File: src/rtl/pwr_mode_pkg.sv
package pwr_mode_pkg;

    typedef enum logic [1:0] {
        PM_ACTIVE = 2'b00,
        PM_IDLE   = 2'b01,
        PM_HALT   = 2'b10
    } pm_mode_e;

    typedef struct packed {
        logic core;
        logic periph;
        logic wdog;
        logic tmr;
        logic osc;
    } pm_clk_en_t;

    typedef struct packed {
        logic mw_evt;   // qualified wakeup-line event
        logic ck_rise;  // synchronized clock-pin rising edge
        logic t0_tgl;   // idle timer bit changed
    } pm_wake_t;

    function automatic pm_clk_en_t pm_enables(pm_mode_e m);
        pm_clk_en_t e;
        e.core   = (m == PM_ACTIVE);
        e.periph = (m == PM_ACTIVE);
        e.wdog   = (m != PM_HALT);
        e.tmr    = (m != PM_HALT);
        e.osc    = (m != PM_HALT);
        return e;
    endfunction

endpackage

File: src/rtl/pwr_wake_sync.sv
module pwr_wake_sync
    import pwr_mode_pkg::*;
#(
    parameter int N_LINES     = 8,
    parameter int SYNC_STAGES = 2
) (
    input  logic               clk,
    input  logic               rst,
    input  logic [N_LINES-1:0] line_i,
    input  logic [N_LINES-1:0] en_i,
    input  logic [N_LINES-1:0] rise_i,
    input  logic               ckpin_i,
    input  logic               t0_i,
    output pm_wake_t           wake_o
);
    localparam int LAST = SYNC_STAGES;

    logic [N_LINES-1:0] line_hit;
    logic [LAST:0]      ck_sh;
    logic               t0_q;

    for (genvar i = 0; i < N_LINES; i++) begin : g_line
        logic [LAST:0] sh;
        always_ff @(posedge clk) begin
            if (rst) sh <= '0;
            else     sh <= {sh[LAST-1:0], line_i[i]};
        end
        assign line_hit[i] = en_i[i] &
            (rise_i[i] ? (sh[LAST-1] & ~sh[LAST]) : (~sh[LAST-1] & sh[LAST]));
    end

    always_ff @(posedge clk) begin
        if (rst) begin
            ck_sh <= '0;
            t0_q  <= 1'b0;
        end else begin
            ck_sh <= {ck_sh[LAST-1:0], ckpin_i};
            t0_q  <= t0_i;
        end
    end

    assign wake_o.mw_evt  = |line_hit;
    assign wake_o.ck_rise = ck_sh[LAST-1] & ~ck_sh[LAST];
    assign wake_o.t0_tgl  = t0_i ^ t0_q;

endmodule

File: src/rtl/pwr_mode_fsm.sv
module pwr_mode_fsm
    import pwr_mode_pkg::*;
(
    input  logic     clk,
    input  logic     rst,
    input  logic     halt_wr_i,
    input  logic     idle_wr_i,
    input  logic     halt_lock_i,
    input  pm_wake_t wake_i,
    output pm_mode_e mode_o
);
    pm_mode_e mode_q, mode_d;

    always_comb begin
        mode_d = mode_q;
        unique case (mode_q)
            PM_ACTIVE: begin
                if (halt_wr_i && !halt_lock_i) mode_d = PM_HALT;
                else if (idle_wr_i)            mode_d = PM_IDLE;
            end
            PM_HALT: if (wake_i.mw_evt || wake_i.ck_rise) mode_d = PM_ACTIVE;
            PM_IDLE: if (wake_i.mw_evt || wake_i.t0_tgl)  mode_d = PM_ACTIVE;
            default: mode_d = PM_ACTIVE;
        endcase
    end

    always_ff @(posedge clk) begin
        if (rst) mode_q <= PM_ACTIVE;
        else     mode_q <= mode_d;
    end

    assign mode_o = mode_q;

    AST_HALT_ENTRY: assert property (@(posedge clk) disable iff (rst)
        (mode_q == PM_ACTIVE && halt_wr_i && !halt_lock_i) |=> mode_q == PM_HALT);
    AST_HALT_LOCKED: assert property (@(posedge clk) disable iff (rst)
        (mode_q == PM_ACTIVE && halt_lock_i) |=> mode_q != PM_HALT);
    AST_IDLE_ENTRY: assert property (@(posedge clk) disable iff (rst)
        (mode_q == PM_ACTIVE && idle_wr_i && !(halt_wr_i && !halt_lock_i)) |=> mode_q == PM_IDLE);
    AST_NO_SWAP: assert property (@(posedge clk) disable iff (rst)
        (mode_q != PM_ACTIVE) |=> (mode_q == PM_ACTIVE || $stable(mode_q)));
    AST_HALT_WAKE: assert property (@(posedge clk) disable iff (rst)
        (mode_q == PM_HALT && (wake_i.ck_rise || wake_i.mw_evt)) |=> mode_q == PM_ACTIVE);
    AST_HALT_DEAF_T0: assert property (@(posedge clk) disable iff (rst)
        (mode_q == PM_HALT && !wake_i.ck_rise && !wake_i.mw_evt) |=> mode_q == PM_HALT);
    AST_IDLE_WAKE: assert property (@(posedge clk) disable iff (rst)
        (mode_q == PM_IDLE && wake_i.t0_tgl) |=> mode_q == PM_ACTIVE);

endmodule

File: src/rtl/pwr_mode_ctrl.sv
module pwr_mode_ctrl
    import pwr_mode_pkg::*;
#(
    parameter int N_LINES     = 8,
    parameter int SYNC_STAGES = 2
) (
    input  logic               clk,
    input  logic               rst,
    input  logic               halt_wr_i,
    input  logic               idle_wr_i,
    input  logic               halt_lock_i,
    input  logic               clkout_pin_i,
    input  logic [N_LINES-1:0] wk_line_i,
    input  logic [N_LINES-1:0] wk_en_i,
    input  logic [N_LINES-1:0] wk_rise_i,
    input  logic               t0_bit13_i,
    output logic               core_clk_en_o,
    output logic               periph_clk_en_o,
    output logic               wdog_clk_en_o,
    output logic               tmr_clk_en_o,
    output logic               osc_en_o,
    output logic [1:0]         mode_o
);
    pm_wake_t   wake;
    pm_mode_e   mode;
    pm_clk_en_t en;

    pwr_wake_sync #(.N_LINES(N_LINES), .SYNC_STAGES(SYNC_STAGES)) u_sync (
        .clk     (clk),
        .rst     (rst),
        .line_i  (wk_line_i),
        .en_i    (wk_en_i),
        .rise_i  (wk_rise_i),
        .ckpin_i (clkout_pin_i),
        .t0_i    (t0_bit13_i),
        .wake_o  (wake)
    );

    pwr_mode_fsm u_fsm (
        .clk         (clk),
        .rst         (rst),
        .halt_wr_i   (halt_wr_i),
        .idle_wr_i   (idle_wr_i),
        .halt_lock_i (halt_lock_i),
        .wake_i      (wake),
        .mode_o      (mode)
    );

    assign en              = pm_enables(mode);
    assign core_clk_en_o   = en.core;
    assign periph_clk_en_o = en.periph;
    assign wdog_clk_en_o   = en.wdog;
    assign tmr_clk_en_o    = en.tmr;
    assign osc_en_o        = en.osc;
    assign mode_o          = mode;

    AST_HALT_ALL_OFF: assert property (@(posedge clk) disable iff (rst)
        (mode_o == 2'b10) |-> !(osc_en_o || wdog_clk_en_o || core_clk_en_o));
    AST_IDLE_KEEP: assert property (@(posedge clk) disable iff (rst)
        (mode_o == 2'b01) |-> (wdog_clk_en_o && tmr_clk_en_o && !core_clk_en_o));

endmodule

File: config.mk
export PLATFORM = sky130hd
export DESIGN_NAME = pwr_mode_ctrl
export DESIGN_NICKNAME = d
export VERILOG_FILES = /design/src/rtl/pwr_mode_pkg.sv /design/src/rtl/pwr_wake_sync.sv /design/src/rtl/pwr_mode_fsm.sv /design/src/rtl/pwr_mode_ctrl.sv
export SDC_FILE = /design/constraint.sdc
export NUM_CORES = 1
export LEC_CHECK = 0
export ABC_AREA = 1
export CAP_MARGIN = 20
export CORE_MARGIN = 2
export CORE_UTILIZATION = 45
export CTS_CLUSTER_SIZE = 16
export DETAILED_ROUTE_END_ITERATION = 10
export GPL_ROUTABILITY_DRIVEN = 0
export GPL_TIMING_DRIVEN = 0
export PLACE_DENSITY = 0.78
export SYNTH_ARGS = -nofsm -noshare
export SYNTH_HDL_FRONTEND = slang
export SYNTH_SLANG_ARGS = --single-unit
File: constraint.sdc
create_clock -name clk -period 1.2 [get_ports clk]
set_input_delay 0.24 -clock clk [delete_from_list [all_inputs] [get_ports clk]]
set_output_delay 0.24 -clock clk [all_outputs]
set_load 0.05 [all_outputs]
==> metrics.txt <==
status=finished with violations; failing checks=negative setup slack; PwrDens=around 1300 nW/um^2; n_diodes=0; synth-to-layout area growth=45.9%; layout cells sized above 1=0.162; worst r2r path cells=11; Routed Antenna Nets=0; hold_ws=between 0.2 and 0.3 ns; final period utilization=1.26; crit-path cells=inv_4 > nor2_4 > clkinvlp_4 > buf_8 > buf_6; DIE AREA=3130 um^2; Mapped Cells=around 170; Tot Pwr=roughly 2.2 mW; I/O Pins=38; Synth Area in Adders=0; XOR/XNOR share of the synthesized area=0; Combinational Power Share=0.210; DRT Wirelength=2570 um; Worst R2R Start=u_fsm.mode_o[1]$_SDFFE_PP0P_; Port Buffers=36; register area share after synthesis=0.494; largest net degree at the start of global routing=11; leakage power=0.848 nW; routed vias=1100; largest family of logic cells by synthesized area=simple AND/OR/NAND/NOR gates; Crit-path slowest cell=dfxtp_4; Max Freq=roughly 0.66 GHz; Avg Cell Area, Syn=between 6 and 7 um^2; GRT Util Overall=0.188; vias in the first global route=1117; CP Capture Type=output port; Tmin final=1.52 ns; CORE AREA=about 2500 um^2; H-tree levels=2; Final Max Slew Viols=0; CTS root buf=clkbuf_4; path type of the worst min-delay path=in2reg; MaxCap Viol Count=0; Synth cell types=20; Clock Path Buffers=2; initial antenna violation count=0; Fin. Hold Viols=0; clk slew on worst S/H paths=roughly 0.09 ns; RSZ-0062 raised after global routing=true; max_slew headroom=0.675; simple-gate portion of the synthesized area=0.296; drt first pass iters=4; worst setup path class=reg2out; Horiz. Die Dim=56.0 um; post-synthesis compound-gate area fraction=0.0432; Vias/cell=approximately 4.4; synthesized area=around 1200 um^2; total grt overflow=0; wire per inst=roughly 10 um; CP Data Required Time=around 0.96 ns; Initial Util=0.482; fin util=0.703; Pint=~1.6 mW; HP Start=rst; Least-Margin Pin Slew=just under 0.5 ns; clock latency on the worst-skew pair=0.33 ns; Iteration-0 DRC Markers=24; worst hold stages=2; DP Wirelength=1920 um; net switching power=approximately 0.60 mW; DRC Markers=0; Worst Path Max Fanout=4; Crit path largest cell delay=~0.38 ns; Sw Share=0.271; CP startpoint=u_fsm.mode_o[1]$_SDFFE_PP0P_; final setup margin=-0.316 ns; CTS tree=yes; row cnt=18; CP arrival=1.28 ns; die height=around 56 um; yosys warns=0; clock sink count=30; net count after synthesis=just over 200; crit start category=flop; synthesized flop and latch total=30; Final Net Count=252; endpoints failing setup=7; first-pass GRT wire length=approximately 4500 um; mux cell area share after synthesis=0; CTS buffer count=5; Seq pwr share=0.479; clock power share=0.311; setup TNS=-1.88 ns; CTS Hold Buffers Added=0; Clock Skews=0.00823 ns; VDD IR-drop max=1040 uV
## final timing paths
check | endpoint | slack [ns]
worst min-delay path | u_sync.g_line[3].sh[1]$_SDFF_PP0_ | 0.27
worst max-delay path | tmr_clk_en_o | -0.32
worst max register to register | u_fsm.mode_o[0]$_SDFFE_PP0P_ | -0.25
worst min register to register | u_sync.g_line[5].sh[1]$_SDFF_PP0_ | 0.41
## cells by family (layout without fill, tap and decap cells)
logic type / count (synthesis) / count (layout)
AOI/OAI and AO/OA: 9 / 9
buffers and inverters: 51 / 99
DFF: 30 / 30
and+or+nand+nor: 84 / 84
## Yosys cell counts (all sizes together)
| master | number | area share |
|---|---|---|
| a21o | 1 | 0.0062 |
| a21oi | 2 | 0.0082 |
| buf | 3 | 0.019 |
| clkbuf | 3 | 0.0093 |
| dfxtp | 30 | 0.49 |
| inv | 45 | 0.14 |
| nand2 | 36 | 0.12 |
| nand3 | 9 | 0.049 |
| nand4 | 1 | 0.0051 |
| nor2 | 36 | 0.11 |
| nor3 | 1 | 0.0041 |
| o21ai | 4 | 0.016 |
| o21bai | 2 | 0.012 |
| or2 | 1 | 0.0051 |
## cells in the final DEF, fill, tap and decap left out, types with 2 or more instances in the layout
cell type / count
a21oi_2: 2
buf_4: 4
buf_6: 4
buf_8: 4
clkbuf_1: 5
clkbuf_4: 5
clkdlybuf4s50_1: 29
dfxtp_1: 28
dfxtp_4: 2
inv_1: 39
inv_2: 4
nand2_1: 34
nand3_1: 6
nand3_2: 3
nor2_1: 34
nor2_4: 2
o21ai_0: 2
o21ai_1: 2
o21bai_1: 2
## through the flow
stage	instances	worst slack, ns	instance area [um^2]
finish	252	-0.316	1770
global route	252	-0.372	1770
floorplan	174	-0.210	1260
CTS	251	-0.333	1760
detailed placement	240	-0.536	1660
global placement	240	-0.514	1660
## metal layers
metal	share of wire	vias to the layer above	global-route usage
met1	0.39	479	0.177
met2	0.54	28	0.346
met3	0.052	6	0.0535
met5	0	-	0
met4	0.021	0	0.122
li1	-	587	-
## worst max-delay path: cells and delay by family, from the launching register on
kind / cells / cell delay (ns)
buffers and inverters: 4 / 0.45
flip-flops: 1 / 0.38
AND/OR/NAND/NOR: 1 / 0.11
## flip-flops by register name, summed over array words and instances (netlist names)
name              flops
u_sync.ck_sh          3
u_sync.g_line.sh     24
u_sync.t0_q           1
u_fsm.mode_o          2
## final cells by class
class / instances / area, um^2
fillers: 216 / 748
flip-flops and latches: 30 / 608
multi-input cells: 93 / 433
repair buffers: 40 / 402
inverters: 45 / 175
clock buffers: 8 / 70.1
plain buffers: 6 / 48.8
well taps: 30 / 37.5
## power by group through the flow
stage,registers (mW),logic [mW],clock network (mW)
5_1_grt,1.08,0.506,0.763
3_5_place_dp,1.09,0.425,0
4_1_cts,1.07,0.458,0.714
3_3_place_gp,1.09,0.410,0
6_report,1.07,0.468,0.696
2_1_floorplan,1.11,0.227,0
## what timing repair did
| action | CTS | global route |
|---|---|---|
| setup endpoints to repair | 8 | 9 |
| pin swaps | 2 | 1 |
| setup buffers | 3 | 1 |
| gates resized for setup | 43 | 3 |
| cloned | 0 | 0 |
(Power assumes the default switching activity.)
